<file path="src/rtl/xbus_pkg.sv">
package xbus_pkg;
  parameter int unsigned XB_BYTE = 8;

  typedef struct packed {
    logic               write;
    logic               wide;
    logic               stretch;
    logic [XB_BYTE-1:0] addr_hi;
    logic [XB_BYTE-1:0] addr_lo;
    logic [XB_BYTE-1:0] wdata_lo;
    logic [XB_BYTE-1:0] wdata_hi;
  } xbus_req_t;
endpackage

</file>
<file path="src/rtl/xbus_sequencer.sv">
module xbus_sequencer
  import xbus_pkg::*;
#(
  parameter int unsigned CNT_W        = 5,
  parameter int unsigned STROBE_SHORT = 3,
  parameter int unsigned STROBE_LONG  = 15
) (
  input  logic             clk,
  input  logic             rst,
  input  logic             req_valid,
  input  xbus_req_t        new_req,
  output logic             busy_q,
  output logic [CNT_W-1:0] cnt_q,
  output logic             busy_d,
  output logic [CNT_W-1:0] cnt_d,
  output xbus_req_t        req_d,
  output logic             cur_write,
  output logic             cur_wide,
  output logic             cur_stretch
);
  localparam logic [CNT_W-1:0] LAST_S = CNT_W'(STROBE_SHORT + 2);
  localparam logic [CNT_W-1:0] LAST_L = CNT_W'(STROBE_LONG + 2);

  xbus_req_t        req_q;
  logic [CNT_W-1:0] last_k;
  logic             accept;

  assign last_k = req_q.stretch ? LAST_L : LAST_S;
  assign accept = req_valid && !busy_q;

  always_comb begin
    busy_d = busy_q;
    cnt_d  = cnt_q;
    req_d  = req_q;
    if (accept) begin
      busy_d = 1'b1;
      cnt_d  = '0;
      req_d  = new_req;
    end else if (busy_q) begin
      if (cnt_q == last_k) begin
        busy_d = 1'b0;
        cnt_d  = '0;
      end else begin
        cnt_d = cnt_q + 1'b1;
      end
    end
  end

  always_ff @(posedge clk) begin
    if (rst) begin
      busy_q <= 1'b0;
      cnt_q  <= '0;
      req_q  <= '0;
    end else begin
      busy_q <= busy_d;
      cnt_q  <= cnt_d;
      req_q  <= req_d;
    end
  end

  assign cur_write   = req_q.write;
  assign cur_wide    = req_q.wide;
  assign cur_stretch = req_q.stretch;


  req_frozen_chk: assert property (@(posedge clk) disable iff (rst)
    busy_q |=> (req_q == $past(req_q)));

endmodule

</file>
<file path="src/rtl/xbus_pin_stage.sv">
module xbus_pin_stage
  import xbus_pkg::*;
#(
  parameter int unsigned CNT_W        = 5,
  parameter int unsigned STROBE_SHORT = 3,
  parameter int unsigned STROBE_LONG  = 15
) (
  input  logic               clk,
  input  logic               rst,
  input  logic               busy_d,
  input  logic [CNT_W-1:0]   cnt_d,
  input  xbus_req_t          req_d,
  output logic               ale,
  output logic               rd_n,
  output logic               wr_n,
  output logic               done,
  output logic [XB_BYTE-1:0] lo_out,
  output logic               lo_oe,
  output logic [XB_BYTE-1:0] hi_out,
  output logic               hi_oe
);
  localparam logic [CNT_W-1:0] DATA_K = CNT_W'(2);
  localparam logic [CNT_W-1:0] END_S  = CNT_W'(STROBE_SHORT + 1);
  localparam logic [CNT_W-1:0] END_L  = CNT_W'(STROBE_LONG + 1);
  localparam logic [CNT_W-1:0] LAST_S = CNT_W'(STROBE_SHORT + 2);
  localparam logic [CNT_W-1:0] LAST_L = CNT_W'(STROBE_LONG + 2);

  logic [CNT_W-1:0] end_k, last_k;
  logic             addr_ph, strobe, final_k;

  always_comb begin
    end_k   = req_d.stretch ? END_L : END_S;
    last_k  = req_d.stretch ? LAST_L : LAST_S;
    addr_ph = busy_d && (cnt_d < DATA_K);
    strobe  = busy_d && (cnt_d >= DATA_K) && (cnt_d <= end_k);
    final_k = busy_d && (cnt_d == last_k);
  end

  always_ff @(posedge clk) begin
    if (rst) begin
      ale    <= 1'b0;
      rd_n   <= 1'b1;
      wr_n   <= 1'b1;
      done   <= 1'b0;
      lo_oe  <= 1'b0;
      hi_oe  <= 1'b0;
      lo_out <= '0;
      hi_out <= '0;
    end else begin
      ale   <= busy_d && (cnt_d == '0);
      rd_n  <= !(strobe && !req_d.write);
      wr_n  <= !(strobe && req_d.write);
      done  <= final_k;
      lo_oe <= addr_ph || (busy_d && req_d.write);
      hi_oe <= addr_ph || (busy_d && (req_d.write || !req_d.wide));
      if (!busy_d)                    lo_out <= '0;
      else if (addr_ph)               lo_out <= req_d.addr_lo;
      else if (req_d.write)           lo_out <= req_d.wdata_lo;
      else                            lo_out <= '0;
      if (!busy_d)                    hi_out <= '0;
      else if (addr_ph || !req_d.wide) hi_out <= req_d.addr_hi;
      else if (req_d.write)           hi_out <= req_d.wdata_hi;
      else                            hi_out <= '0;
    end
  end

  // strobe run-length checker
  logic             strobe_lo;
  logic             run_stretch;
  logic [CNT_W-1:0] low_run;
  assign strobe_lo = !rd_n || !wr_n;

  always_ff @(posedge clk) begin
    if (rst) begin
      low_run     <= '0;
      run_stretch <= 1'b0;
    end else begin
      run_stretch <= req_d.stretch;
      low_run     <= strobe_lo ? low_run + 1'b1 : '0;
    end
  end


  strobe_excl_chk: assert property (@(posedge clk) disable iff (rst)
    !(!rd_n && !wr_n));


  strobe_width_chk: assert property (@(posedge clk) disable iff (rst)
    (!strobe_lo && $past(strobe_lo)) |->
      (low_run == (run_stretch ? CNT_W'(STROBE_LONG) : CNT_W'(STROBE_SHORT))));


  ale_addr_hold_chk: assert property (@(posedge clk) disable iff (rst)
    ale |=> (!ale && $stable(lo_out) && $stable(hi_out) && lo_oe && hi_oe));

endmodule

</file>
<file path="src/rtl/xbus_capture.sv">
module xbus_capture
  import xbus_pkg::*;
#(
  parameter int unsigned CNT_W        = 5,
  parameter int unsigned STROBE_SHORT = 3,
  parameter int unsigned STROBE_LONG  = 15
) (
  input  logic               clk,
  input  logic               rst,
  input  logic               busy_q,
  input  logic [CNT_W-1:0]   cnt_q,
  input  logic               cur_write,
  input  logic               cur_wide,
  input  logic               cur_stretch,
  input  logic [XB_BYTE-1:0] lo_in,
  input  logic [XB_BYTE-1:0] hi_in,
  input  logic               hi_load,
  input  logic [XB_BYTE-1:0] hi_load_data,
  output logic [XB_BYTE-1:0] rd_data,
  output logic [XB_BYTE-1:0] hi_q
);
  localparam logic [CNT_W-1:0] END_S = CNT_W'(STROBE_SHORT + 1);
  localparam logic [CNT_W-1:0] END_L = CNT_W'(STROBE_LONG + 1);

  logic sample;
  assign sample = busy_q && !cur_write &&
                  (cnt_q == (cur_stretch ? END_L : END_S));

  always_ff @(posedge clk) begin
    if (rst) begin
      rd_data <= '0;
      hi_q    <= '0;
    end else begin
      if (sample) rd_data <= lo_in;
      if (sample && cur_wide) hi_q <= hi_in;
      else if (hi_load)       hi_q <= hi_load_data;
    end
  end


  hi_idle_chk: assert property (@(posedge clk) disable iff (rst)
    !busy_q |=> ($stable(hi_q) || $past(hi_load)));

endmodule

</file>
<file path="src/rtl/xbus16_ctrl.sv">
module xbus16_ctrl
  import xbus_pkg::*;
#(
  parameter int unsigned STROBE_SHORT = 3,
  parameter int unsigned STROBE_LONG  = 15
) (
  input  logic               clk,
  input  logic               rst,
  input  logic               req_valid,
  input  logic               req_write,
  input  logic               req_short_addr,
  input  logic [2*XB_BYTE-1:0] req_addr,
  input  logic [XB_BYTE-1:0] acc_wdata,
  input  logic [XB_BYTE-1:0] p2_latch,
  input  logic               cfg_wide,
  input  logic               cfg_stretch,
  input  logic               cfg_page_dis,
  input  logic               hi_load,
  input  logic [XB_BYTE-1:0] hi_load_data,
  output logic               busy,
  output logic               done,
  output logic [XB_BYTE-1:0] rd_data,
  output logic [XB_BYTE-1:0] hi_q,
  output logic               ale,
  output logic               rd_n,
  output logic               wr_n,
  output logic [XB_BYTE-1:0] lo_out,
  output logic               lo_oe,
  input  logic [XB_BYTE-1:0] lo_in,
  output logic [XB_BYTE-1:0] hi_out,
  output logic               hi_oe,
  input  logic [XB_BYTE-1:0] hi_in
);
  localparam int unsigned CNT_W = $clog2(STROBE_LONG + 3);

  xbus_req_t        new_req, req_d;
  logic             busy_d;
  logic [CNT_W-1:0] cnt_q, cnt_d;
  logic             cur_write, cur_wide, cur_stretch;

  always_comb begin
    new_req.write    = req_write;
    new_req.wide     = cfg_wide;
    new_req.stretch  = cfg_stretch;
    new_req.addr_hi  = (req_short_addr || cfg_page_dis) ? p2_latch
                                                        : req_addr[2*XB_BYTE-1:XB_BYTE];
    new_req.addr_lo  = req_addr[XB_BYTE-1:0];
    new_req.wdata_lo = acc_wdata;
    new_req.wdata_hi = hi_q;
  end

  xbus_sequencer #(.CNT_W(CNT_W), .STROBE_SHORT(STROBE_SHORT), .STROBE_LONG(STROBE_LONG)) u_seq (
    .clk(clk), .rst(rst), .req_valid(req_valid), .new_req(new_req),
    .busy_q(busy), .cnt_q(cnt_q), .busy_d(busy_d), .cnt_d(cnt_d), .req_d(req_d),
    .cur_write(cur_write), .cur_wide(cur_wide), .cur_stretch(cur_stretch)
  );

  xbus_pin_stage #(.CNT_W(CNT_W), .STROBE_SHORT(STROBE_SHORT), .STROBE_LONG(STROBE_LONG)) u_pins (
    .clk(clk), .rst(rst), .busy_d(busy_d), .cnt_d(cnt_d), .req_d(req_d),
    .ale(ale), .rd_n(rd_n), .wr_n(wr_n), .done(done),
    .lo_out(lo_out), .lo_oe(lo_oe), .hi_out(hi_out), .hi_oe(hi_oe)
  );

  xbus_capture #(.CNT_W(CNT_W), .STROBE_SHORT(STROBE_SHORT), .STROBE_LONG(STROBE_LONG)) u_cap (
    .clk(clk), .rst(rst), .busy_q(busy), .cnt_q(cnt_q),
    .cur_write(cur_write), .cur_wide(cur_wide), .cur_stretch(cur_stretch),
    .lo_in(lo_in), .hi_in(hi_in), .hi_load(hi_load), .hi_load_data(hi_load_data),
    .rd_data(rd_data), .hi_q(hi_q)
  );

  // busy run-length checker
  logic [CNT_W-1:0] busy_run;
  always_ff @(posedge clk) begin
    if (rst) busy_run <= '0;
    else     busy_run <= busy ? busy_run + 1'b1 : '0;
  end


  busy_len_chk: assert property (@(posedge clk) disable iff (rst)
    $fell(busy) |->
      (busy_run == (cur_stretch ? CNT_W'(STROBE_LONG + 3) : CNT_W'(STROBE_SHORT + 3))));


  busy_ale_chk: assert property (@(posedge clk) disable iff (rst)
    $rose(busy) |-> ale);


  read_release_chk: assert property (@(posedge clk) disable iff (rst)
    !rd_n |-> !lo_oe);


  done_end_chk: assert property (@(posedge clk) disable iff (rst)
    done |=> (!busy && !done));

endmodule

</file>
<file path="config.mk">
export PLATFORM = sky130hd
export DESIGN_NAME = xbus16_ctrl
export DESIGN_NICKNAME = d
export VERILOG_FILES = /design/src/rtl/xbus_pkg.sv /design/src/rtl/xbus_sequencer.sv /design/src/rtl/xbus_pin_stage.sv /design/src/rtl/xbus_capture.sv /design/src/rtl/xbus16_ctrl.sv
export SDC_FILE = /design/constraint.sdc
export NUM_CORES = 1
export LEC_CHECK = 0
export BUFFER_PORTS_ARGS = -buffer_cell sky130_fd_sc_hd__buf_2
export CAP_MARGIN = 15
export CORE_UTILIZATION = 46
export CTS_CLUSTER_SIZE = 24
export DETAILED_ROUTE_END_ITERATION = 10
export PLACE_DENSITY = 0.76
export SYNTH_ARGS = -nofsm -noshare
export SYNTH_HDL_FRONTEND = slang
export SYNTH_SLANG_ARGS = --single-unit
</file>
<file path="constraint.sdc">
create_clock -name clk -period 3 [get_ports clk]
set_clock_uncertainty 0.15 [all_clocks]
set_input_delay 0.3 -clock clk [delete_from_list [all_inputs] [get_ports clk]]
set_output_delay 0.3 -clock clk [all_outputs]
set_load 0.02 [all_outputs]
</file>
==> impl_results.md, run 1 <==
* IO Count at 104
* Critical register-to-register path endpoint: u_pins.lo_out[2]
* Routability-driven placement congestion ratio at 0.910
* Global-route wire length before repair at 12800 µm
* Total grt overflow at 0
* Worst path max stage delay at 0.47 ns
* Area fraction in and, or, nand and nor cells after synthesis at 17.1%
* Clock Pin Slew Worst Setup and Hold Paths at 0.08 ns
* Number of fill cells in the layout at 622
* Final nets at 532
* Number of CTS-inserted buffers at 9
* Commonest cells after routing, fill and taps aside: buf_2 (103), dfxtp_1 (79), nor2_1 (60), nand2_1 (39), a21oi_1 (37)
* Number of iterations in the first detailed-routing pass at 4
* Run status: complete, no violations
* RSZ-0062 raised after global routing: false
* Number of instances in the synthesized netlist at 365
* Worst setup path class: flip-flop to flip-flop
* Nets in the synthesized netlist at 435
* Routed wire length at 8080 µm
* Clock H-tree levels at 3
* Number of stages on the worst hold path at 3
* 1st-iter DRT viols at 196
* Portion of the post-synthesis area used by sequential elements at 48.4%
* Endpoint kind of the worst setup timing path: flip-flop
* Synth warn at 0
* Upper clock frequency limit at 355 MHz
* MaxCap Viol Count at 0
* Top fanout value on the critical path at 8
* Die area at 7440 µm²
* Via count of the routed design at 2963
* Required time at the worst-slack endpoint at 3.09 ns
* Multiplexer share of the synthesized area at 13.2%
* Placeable core region at 6830 µm²
* Area share of the largest cell type after synthesis at 48.4%
* Wire length per cell at 14.4 µm
* TritonCTS sink count at 79
* Endpoint with the worst hold slack: u_cap.rd_data[7]
* Share of the synthesized area in compound gates (AO/OA/AOI/OAI) at 15.4%
* Drc violations at 0
* Count of cell types in the netlist at 45
* Die Span Y at 86.3 µm
* Average vias per placed instance at 5.27
* Row cnt at 30
* Slowest stage cell on the critical path: or3b_2
* Antenna Violating Nets Remaining at 0
* Static Leak at 1.92 nW
* Share of the clock period used by the worst path after layout at 93.9%
* Total Neg Setup Slack at 0 ns
* Post CTS Setup Buffer Count at 0
* Layout Cells excl Fill at 562
* Startpoint class of the critical path: flip-flop
* Buffers added on ports at 103
* Ranking of synthesized cells by area: dfxtp_1 (48%), mux2i_1 (10%), nor2_1 (6.9%)
* Startpoint of the worst register-to-register path: u_seq.cnt_q[0]
* Final hold vios at 0
* Maximum resistive drop on vdd at 0.403 mV
* Cell Pwr Density at 582 nW/µm²
* Count of flip-flops with a built-in enable after synthesis at 0
* Top_reg_cell synth: dfxtp_1
* Cells on worst reg2reg path at 7
* Post-Place Cells at 547
* Endpoint arrival time on the critical path at 2.91 ns
* Max-Slew Margin vs Limit at 42.4%
* Post-detailed-placement half-perimeter wirelength at 5760 µm
* Starting Density at 47.8%
* Largest net degree at the start of global routing at 41
* Horizontal die dimension at 86.3 µm
* Share of flip-flops with an asynchronous set or reset at 0%
* Cell chain of the critical path: inv_1 > ha_1 > or3b_2 > mux2i_1 > o21ai_0 > a21oi_2 > mux2_2
* Worst hold path type: input pin to flip-flop
* #FFs+latches synth at 79
* Post-synth top area cell: dfxtp_1
* Clock Latency Late Sink at 0.36 ns
* CTS tree: done
* Synthesized area per cell at 8.95 µm²
* Area share of fa/ha/maj cells after synthesis at 1.91%
* Antenna cell count at 0
* Beginning of the worst hold path: lo_in[7]
* Share of cells above drive strength 1 at 29.4%
* Synthesized area at 3270 µm²
* Global router's overall resource usage at 22.2%
* Max-slew violation count at 0
* Util after Layout at 59.8%
* Maximum buffer depth of the clock tree at 2
* Number of global-route vias before repair at 2783
* Setup violators final at 0
* Layout overhead on the synthesized area at 25.0%
* Post-cts repair resize count at 0
* Count of hold-fix buffers inserted at cts at 0
* Root buf cell: clkbuf_8
* Final min period at 2.82 ns
* Reg2Reg Setup Slack at 0.18 ns
* Actual transition at the worst max-transition pin at 0.863 ns
* Dominant combinational cell family by area after synthesis: simple AND/OR/NAND/NOR gates
* Number of antenna violations at the first check in global routing at 0
* Post-synthesis share of cell area spent on xor and xnor gates at 0.536%
* Leading cell type in the layout, fill and taps excluded: buf_2
synthesized netlist by cell type, types with 2 or more instances:
cell type	n
nand3b_1	2
o22ai_1	9
buf_2	4
clkbuf_1	11
a21oi_1	37
mux2i_1	34
nor2_1	60
a211oi_1	10
ha_1	5
dfxtp_1	79
nand4_1	3
nand3_1	8
nand2_1	39
inv_1	7
o21ai_0	13
nor3b_1	2
buf_1	4
nor2b_1	4
mux2_2	8
final cells by class:
type	instances	area, µm²	area share [%]
multi-input combinational	259	1570	38.5
clock buffer	10	138	3.37
timing repair buffer	106	538	13.2
tap	96	120	2.94
inverter	7	26.3	0.643
sequential	79	1580	38.7
clock inverter	5	106	2.60
power by group:
part	total, mW	internal (mW)	switching, mW
clock network	0.960	0.572	0.388
registers	1.12	1.10	0.0233
logic	0.296	0.119	0.177
per-layer routing:
| layer | part of all wire (%) | global-route usage (%) | vias to the layer above |
|---|---|---|---|
| li1 | - | - | 1458 |
| met2 | 49 | 35.9 | 94 |
| met5 | 0 | 0 | - |
| met3 | 6.3 | 4.19 | 9 |
| met4 | 1.1 | 11.1 | 0 |
| met1 | 44 | 28.4 | 1402 |
worst max path at each step:
stage / depth (start not counted) / startpoint / slack, ns / end
5_1_grt: 7 / u_seq.cnt_q[0] / 0.09 / u_pins.lo_out[0]
4_1_cts: 7 / u_seq.cnt_q[0] / 0.21 / u_pins.lo_out[2]
2_1_floorplan: 10 / u_seq.busy_q / 0.45 / u_pins.wr_n
6_report: 7 / u_seq.cnt_q[0] / 0.18 / u_pins.lo_out[2]
3_5_place_dp: 7 / u_seq.cnt_q[0] / 0.23 / u_pins.lo_out[5]
3_3_place_gp: 7 / u_seq.cnt_q[0] / 0.33 / u_pins.lo_out[0]
cell families (layout without fill, tap and decap cells):
kind of cell               count (synthesis)  count (layout)
muxes                                     42              42
and+or+nand+nor                          128             128
DFF                                       79              79
adders and majority gates                  5               5
xor gates and xnor gates                   2               2
AOI/OAI and AO/OA                         82              82
buffers and inverters                     27             128
flip-flops by register name, indices dropped and copies added, names as in the netlist:
| name | cells |
|---|---|
| u_pins.ale | 1 |
| u_pins.hi_oe | 1 |
| u_pins.hi_out | 8 |
| u_pins.wr_n | 1 |
| u_cap.hi_q | 8 |
| u_seq.cur_write | 1 |
| u_pins.lo_oe | 1 |
| u_seq.cur_stretch | 1 |
| u_pins.lo_out | 8 |
| u_seq.cnt_q | 5 |
| u_seq.cur_wide | 1 |
| u_pins.done | 1 |
| u_cap.rd_data | 8 |
| u_seq.req_q | 32 |
| u_pins.rd_n | 1 |
| u_seq.busy_q | 1 |
metrics by stage:
step | setup slack, ns | hold slack, ns | total power, mW | instance area [µm²]
2_1_floorplan | 0.445 | 0.286 | 1.33 | 3270
3_3_place_gp | 0.333 | 0.291 | 1.43 | 3840
3_5_place_dp | 0.228 | 0.298 | 1.44 | 3840
4_1_cts | 0.211 | 0.0137 | 2.39 | 4080
5_1_grt | 0.0856 | 0.0304 | 2.46 | 4080
6_report | 0.184 | 0.0221 | 2.38 | 4080
worst max-delay path: cells and delay by family (launching register included):
kind	cells	cell delay [ns]
fa+ha+maj	1	0.32
compound gates	2	0.62
mux	2	0.62
buf+inv	1	0.09
flops	1	0.43
simple gates	1	0.47
No activity file was read; power rests on OpenSTA's default activity.
==> inputs of run 2 (changes only) <==
--- a/config.mk
+++ b/config.mk
@@ -10,7 +10,9 @@
 export CORE_UTILIZATION = 46
 export CTS_CLUSTER_SIZE = 24
 export DETAILED_ROUTE_END_ITERATION = 10
-export PLACE_DENSITY = 0.76
+export PLACE_DENSITY = 0.75
+export RECOVER_POWER = 50
 export SYNTH_ARGS = -nofsm -noshare
 export SYNTH_HDL_FRONTEND = slang
+export SYNTH_HIERARCHICAL = 1
 export SYNTH_SLANG_ARGS = --single-unit
==> impl_results.md, run 2 <==
* Count of cell types in the netlist at 38 (-16%)
* Starting Density at 47.6% (-0.19 points)
* Area fraction in and, or, nand and nor cells after synthesis at 21.0% (+4.0 points)
* Ranking of synthesized cells by area: dfxtp_1 (43%), mux2_4 (12%), nor2b_1 (7.6%)
* Endpoint kind of the worst setup timing path: flip-flop
* Clock H-tree levels at 3 (unchanged)
* Number of stages on the worst hold path at 3 (unchanged)
* Top_reg_cell synth: dfxtp_1
* Area share of fa/ha/maj cells after synthesis at 1.35% (-0.56 points)
* Upper clock frequency limit at 362 MHz (+2.0%)
* Post-Place Cells at 537 (-1.8%)
* Slowest stage cell on the critical path: clkbuf_2
* Total grt overflow at 0 (unchanged)
* Cell area after layout at 4370 µm² (+7.0%)
* Worst path max stage delay at 0.75 ns (+0.28 ns)
* Routed wire length at 7570 µm (-6.3%)
* Beginning of the worst hold path: lo_in[6]
* Actual transition at the worst max-transition pin at 0.800 ns (-0.0623 ns)
* Post CTS Setup Buffer Count at 0 (unchanged)
* Critical register-to-register path endpoint: u_pins/hi_out[5]
* Startpoint of the worst register-to-register path: u_seq/busy_q
* Placed standard-cell area at 4240 µm² (+11%)
* Post-synth top area cell: dfxtp_1
* Library cell with the highest instance count after synthesis: dfxtp_1
* Post-cts repair resize count at 0 (unchanged)
* IO Count at 104 (unchanged)
* Drc violations at 0 (unchanged)
* TritonCTS sink count at 79 (unchanged)
* Die area at 8410 µm² (+13%)
* Share of the synthesized area in compound gates (AO/OA/AOI/OAI) at 7.88% (-7.5 points)
* Largest net degree at the start of global routing at 57 (+39%)
* Worst setup path class: flip-flop to flip-flop
* Row cnt at 32 (+6.7%)
* Total Neg Setup Slack at 0 ns (unchanged)
* Max-slew violation count at 0 (unchanged)
* Number of global-route vias before repair at 2632 (-5.4%)
* Final hold vios at 0 (unchanged)
* Antenna Violating Nets Remaining at 0 (unchanged)
* Setup violators final at 0 (unchanged)
* Cells on worst reg2reg path at 5 (-2)
* Endpoint with the worst hold slack: u_cap/rd_data[6]
* Layout overhead on the synthesized area at 18.1%
* Cell chain of the critical path: nand2b_1 > clkbuf_2 > mux2_2 > nand2_1 > a21oi_1
* Count of hold-fix buffers inserted at cts at 0 (unchanged)
* Worst hold path type: input pin to flip-flop
* Routability-driven placement congestion ratio at 0.900 (-1.1%)
* Dominant delay contributor by cell family on the critical path: buffers and inverters
* Leading cell type in the layout, fill and taps excluded: dfxtp_1
* 1st-iter DRT viols at 58 (-70%)
* Share of flip-flops with an asynchronous set or reset at 0% (unchanged)
* RSZ-0062 raised after global routing: false
* Required time at the worst-slack endpoint at 3.07 ns (-0.02 ns)
* Synthesized area per cell at 10.6 µm² (+19%)
* CTS tree: done
* Post-place setup slack at 0.298 ns (+0.0695 ns)
* Layout Cells excl Fill at 553 (-1.6%)
* Post-detailed-placement half-perimeter wirelength at 5540 µm (-3.8%)
* Number of iterations in the first detailed-routing pass at 4 (unchanged)
* Synthesized area at 3700 µm² (+13%)
* Number of gates on the worst path with buffers counted at 5 (-2)
* Util after Layout at 56.2% (-3.5 points)
* Final hold slack at 0.0514 ns (+0.0293 ns)
* Final nets at 515 (-3.2%)
* Reg2Reg Setup Slack at 0.24 ns (+0.05 ns)
* Top fanout value on the critical path at 22 (+14)
* Number of fill cells in the layout at 722 (+16%)
* Least setup slack across all paths after layout at 0.238 ns (+0.0544 ns)
* Wire length per cell at 13.7 µm (-4.8%)
* Die Span Y at 91.7 µm (+6.3%)
* Count of flip-flops with a built-in enable after synthesis at 0 (unchanged)
* Area share of the largest cell type after synthesis at 42.7% (-5.7 points)
* Clock Pin Slew Worst Setup and Hold Paths at 0.08 ns (about the same)
* Maximum resistive drop on vdd at 0.312 mV (-23%)
* MaxCap Viol Count at 0 (unchanged)
* Maximum buffer depth of the clock tree at 2 (unchanged)
* Global-route wire length before repair at 12200 µm (-4.4%)
* Nets in the synthesized netlist at 417 (-4.1%)
* Average vias per placed instance at 4.99 (-5.3%)
* Dominant combinational cell family by area after synthesis: multiplexers
* Endpoint arrival time on the critical path at 2.83 ns (-0.08 ns)
* Horizontal die dimension at 91.7 µm (+6.3%)
* Max-Slew Margin vs Limit at 46.6% (+4.3 points)
* Static Leak at 1.81 nW (-5.6%)
* Number of CTS-inserted buffers at 9 (unchanged)
* #FFs+latches synth at 79 (unchanged)
* Run status: complete, no violations
* Synth warn at 6 (+6)
* Share of cells above drive strength 1 at 29.0% (-0.35 points)
* Commonest cells post-synth: dfxtp_1 (79), nor2b_1 (45), mux2_4 (30)
* Final min period at 2.76 ns (-0.0544 ns)
* Max reg flops at 32 (unchanged)
* Number of antenna violations at the first check in global routing at 0 (unchanged)
* Number of instances in the synthesized netlist at 348 (-4.7%)
* Reg with most FFs: u_seq/req_q
* Portion of the post-synthesis area used by sequential elements at 42.7% (-5.7 points)
* Count of buffer and inverter cells on the critical path at 1 (unchanged)
* Commonest cells after routing, fill and taps aside: dfxtp_1 (79), buf_2 (64), nor2b_1 (45), clkbuf_1 (39), nand2b_1 (22)
* Post-synthesis share of cell area spent on xor and xnor gates at 0.710% (+0.17 points)
* Buffers added on ports at 103 (unchanged)
* Placeable core region at 7770 µm² (+14%)
* Startpoint class of the critical path: flip-flop
* Overall Power at 2.32 mW (-2.4%)
* Antenna cell count at 0 (unchanged)
* Multiplexer share of the synthesized area at 22.9% (+9.7 points)
* Root buf cell: clkbuf_8
* Cell Pwr Density at 531 nW/µm² (-8.8%)
* Via count of the routed design at 2760 (-6.9%)
* Clock Latency Late Sink at 0.35 ns (about the same)
* Global router's overall resource usage at 18.6% (-3.5 points)
* Share of the clock period used by the worst path after layout at 92.1% (-1.8 points)
==> run 2: how the worst max path moves through the flow <==
stage	slack, ns	startpoint	endpoint
floorplan	0.55	u_seq/cnt_q[0]	u_pins/wr_n
finish	0.24	u_seq/busy_q	u_pins/hi_out[5]
global placement	0.37	u_seq/cnt_q[0]	u_pins/wr_n
detailed placement	0.30	u_seq/cnt_q[0]	u_pins/wr_n
global route	0.03	u_seq/cnt_q[0]	u_pins/wr_n
CTS	0.28	u_seq/cnt_q[0]	u_pins/wr_n
==> run 2: where the power goes <==
part	internal, mW	total, mW	leakage [nW]	switching [mW]
clock	0.471	0.859	0.114	0.389
combinational	0.161	0.335	1.05	0.174
sequential	1.10	1.13	0.646	0.0263
==> run 2: cell type report <==
class / instances / area (µm²) / share of cell area [%]
clock buffer: 9 / 124 / 2.84
clock inverter: 7 / 96.3 / 2.21
inverter: 3 / 11.3 / 0.258
multi-input combinational: 248 / 1950 / 44.6
sequential: 79 / 1580 / 36.2
tap: 102 / 128 / 2.92
timing repair buffer: 105 / 479 / 11.0
==> run 2: cells by family after synthesis <==
kind of cell / after synthesis
adder cells (fa/ha/maj): 4
XOR/XNOR: 3
flip-flops: 79
AO/OA/AOI/OAI: 40
buffers and inverters: 21
multiplexers: 67
AND/OR/NAND/NOR: 134
==> run 2: worst reg2reg max path, delay by kind of cell (launching register included) <==
kind	cells	cell delay (ns)
flip-flops	1	0.54
AO/OA/AOI/OAI	1	0.07
multiplexers	1	0.43
AND/OR/NAND/NOR	2	0.70
buffers and inverters	1	0.75
==> run 2: metal layers <==
metal | global-route usage [%] | up-vias | wire [µm]
met1 | 22.5 | 1276 | 3430
li1 | - | 1398 | -
met4 | 5.95 | 0 | 112
met3 | 6.14 | 12 | 418
met2 | 31.3 | 74 | 3610
met5 | 0 | - | 0
==> inputs of run 3 (changes only) <==
--- a/config.mk
+++ b/config.mk
@@ -10,6 +10,7 @@
 export CORE_UTILIZATION = 46
 export CTS_CLUSTER_SIZE = 24
 export DETAILED_ROUTE_END_ITERATION = 10
+export GPL_TIMING_DRIVEN = 0
 export PLACE_DENSITY = 0.75
 export RECOVER_POWER = 50
 export SYNTH_ARGS = -nofsm -noshare
==> constraint.sdc (replaced) <==
create_clock -name clk -period 3 [get_ports clk]
set_clock_uncertainty 0.15 [all_clocks]
set_input_delay 0.45 -clock clk [delete_from_list [all_inputs] [get_ports clk]]
set_output_delay 0.45 -clock clk [all_outputs]
set_load 0.02 [all_outputs]
==> impl_results.md, run 3 (same netlist as run 2, synthesis figures left out) <==
* Run status: complete, no violations
* Die Span Y at 91.7 µm (unchanged)
* CTS tree: done
* Clock Latency Late Sink at 0.34 ns (about the same)
* Cell type with the highest occurrence count on the critical path: a21oi_1
* Worst path max stage delay at 0.59 ns (-0.16 ns)
* Number of antenna violations at the first check in global routing at 0 (unchanged)
* Required time at the worst-slack endpoint at 3.07 ns (about the same)
* IO Count at 104 (unchanged)
* Max reg flops at 32 (unchanged)
* Via count of the routed design at 2837 (+2.8%)
* Startpoint of the worst register-to-register path: u_seq/cnt_q[2]
* Final hold slack at 0.217 ns (+0.166 ns)
* Share of cells above drive strength 1 at 29.2% (+0.14 points)
* Layout overhead on the synthesized area at 20.6%
* Beginning of the worst hold path: lo_in[3]
* Number of global-route vias before repair at 2832 (+7.6%)
* Reg with most FFs: u_seq/req_q
* Global router's overall resource usage at 19.9% (+1.2 points)
* Max-slew violation count at 0 (unchanged)
* Wire length per cell at 14.2 µm (+4.1%)
* Largest net degree at the start of global routing at 16 (-72%)
* Cells on worst reg2reg path at 7 (+2)
* Maximum resistive drop on vdd at 0.270 mV (-14%)
* Endpoint kind of the worst setup timing path: flip-flop
* 1st-iter DRT viols at 81 (+40%)
* Total grt overflow at 0 (unchanged)
* Layout Cells excl Fill at 568 (+2.7%)
* Cell chain of the critical path: or3b_2 > a21oi_1 > o21ai_0 > or4_4 > buf_6 > o21ai_1 > a21oi_1
* Actual transition at the worst max-transition pin at 0.805 ns (+0.00449 ns)
* Critical register-to-register path endpoint: u_pins/lo_out[0]
* Top fanout value on the critical path at 10 (-55%)
* Final hold vios at 0 (unchanged)
* TritonCTS sink count at 79 (unchanged)
* Starting Density at 47.6% (unchanged)
* Util after Layout at 57.5% (+1.2 points)
* Drc violations at 0 (unchanged)
* Static Leak at 1.83 nW (+1.1%)
* Average vias per placed instance at 4.99 (about the same)
* Number of iterations in the first detailed-routing pass at 4 (unchanged)
* Final min period at 2.66 ns (-0.105 ns)
* MaxCap Viol Count at 0 (unchanged)
* Max-Slew Margin vs Limit at 46.3% (-0.30 points)
* Placeable core region at 7770 µm² (unchanged)
* Antenna cell count at 0 (unchanged)
* Routability-driven placement congestion ratio at 0.810 (-10%)
* RSZ-0062 raised after global routing: false
* Total Neg Setup Slack at 0 ns (unchanged)
* Commonest cells after routing, fill and taps aside: dfxtp_1 (79), buf_2 (63), clkbuf_1 (54), nor2b_1 (45), nand2b_1 (22)
* Startpoint class of the critical path: flip-flop
* Endpoint with the worst hold slack: u_cap/rd_data[3]
* Routed wire length at 8090 µm (+6.9%)
* Number of CTS-inserted buffers at 9 (unchanged)
* Final nets at 530 (+2.9%)
* Count of buffer and inverter cells on the critical path at 1 (unchanged)
* Clock H-tree levels at 3 (unchanged)
* Die area at 8410 µm² (unchanged)
* Upper clock frequency limit at 376 MHz (+4.0%)
* Endpoint arrival time on the critical path at 2.73 ns (-0.10 ns)
* Post-Place Cells at 552 (+2.8%)
* Overall Power at 2.36 mW (+1.9%)
* Cell Pwr Density at 530 nW/µm² (-0.27%)
* Worst hold path type: input pin to flip-flop
* Worst setup path class: flip-flop to flip-flop
* Row cnt at 32 (unchanged)
* Horizontal die dimension at 91.7 µm (unchanged)
* Post-detailed-placement half-perimeter wirelength at 6040 µm (+9.0%)
* Root buf cell: clkbuf_8
* Share of the clock period used by the worst path after layout at 88.6% (-3.5 points)
* Reg2Reg Setup Slack at 0.34 ns (+0.11 ns)
* Slowest stage cell on the critical path: or4_4
* Buffers added on ports at 102 (-0.97%)
* Dominant delay contributor by cell family on the critical path: simple AND/OR/NAND/NOR gates
* Global-route wire length before repair at 13300 µm (+9.3%)
* Maximum buffer depth of the clock tree at 2 (unchanged)
* Antenna Violating Nets Remaining at 0 (unchanged)
* Number of stages on the worst hold path at 3 (unchanged)
* Leading cell type in the layout, fill and taps excluded: dfxtp_1
* Clock Pin Slew Worst Setup and Hold Paths at 0.09 ns (about the same)
* Setup violators final at 0 (unchanged)
==> run 3: worst max-delay path by stage <==
stage                             to           start  cells after the start  slack [ns]
global placement         u_pins/wr_n  u_seq/cnt_q[0]                      7        0.28
floorplan                u_pins/wr_n  u_seq/cnt_q[0]                      7        0.55
global route             u_pins/rd_n  u_seq/cnt_q[0]                      9        0.09
CTS                      u_pins/rd_n  u_seq/cnt_q[0]                      7        0.19
finish              u_pins/lo_out[0]  u_seq/cnt_q[2]                      7        0.34
detailed placement       u_pins/rd_n  u_seq/cnt_q[0]                      7        0.20
==> run 3: area by class of cell <==
class | count | area (µm²)
timing repair buffer | 102 | 462
multi-input combinational | 248 | 1960
buffer | 18 | 90.1
tap | 102 | 128
clock buffer | 9 | 124
clock inverter | 7 | 105
sequential | 79 | 1580
fill | 727 | 3300
inverter | 3 | 11.3
==> run 3: per-stage QoR <==
stage	worst slack, ns	cell area (µm²)
global placement	0.285	4340
floorplan	0.546	3700
global route	0.0912	4460
finish	0.343	4460
CTS	0.185	4570
detailed placement	0.203	4340
==> run 3: what timing repair did <==
action / in CTS / in global routing
setup buffers: 0 / 0
resized for setup: 0 / 2
hold buffers: 0 / 0
endpoints found under the setup margin: 0 / 2
==> run 3: tightest hold or removal path, cell delays in order <==
cell and delay [ns]:
buf_2 0.10, nand2b_1 0.06, mux2i_1 0.06
==> run 3: metal layers <==
| layer | routed length, µm | GRT usage (%) | share of wire (%) | vias up |
|---|---|---|---|---|
| li1 | - | - | - | 1429 |
| met1 | 3730 | 25.8 | 46 | 1330 |
| met2 | 4000 | 33.3 | 49 | 74 |
| met3 | 323 | 4.31 | 4.0 | 4 |
| met4 | 46 | 5.56 | 0.57 | 0 |
| met5 | 0 | 0 | 0 | - |
==> run 3: where the power goes <==
| group | internal [mW] | switching (mW) |
|---|---|---|
| Combinational | 0.166 | 0.183 |
| Clock | 0.480 | 0.410 |
| Sequential | 1.10 | 0.0258 |
| Total | 1.75 | 0.618 |
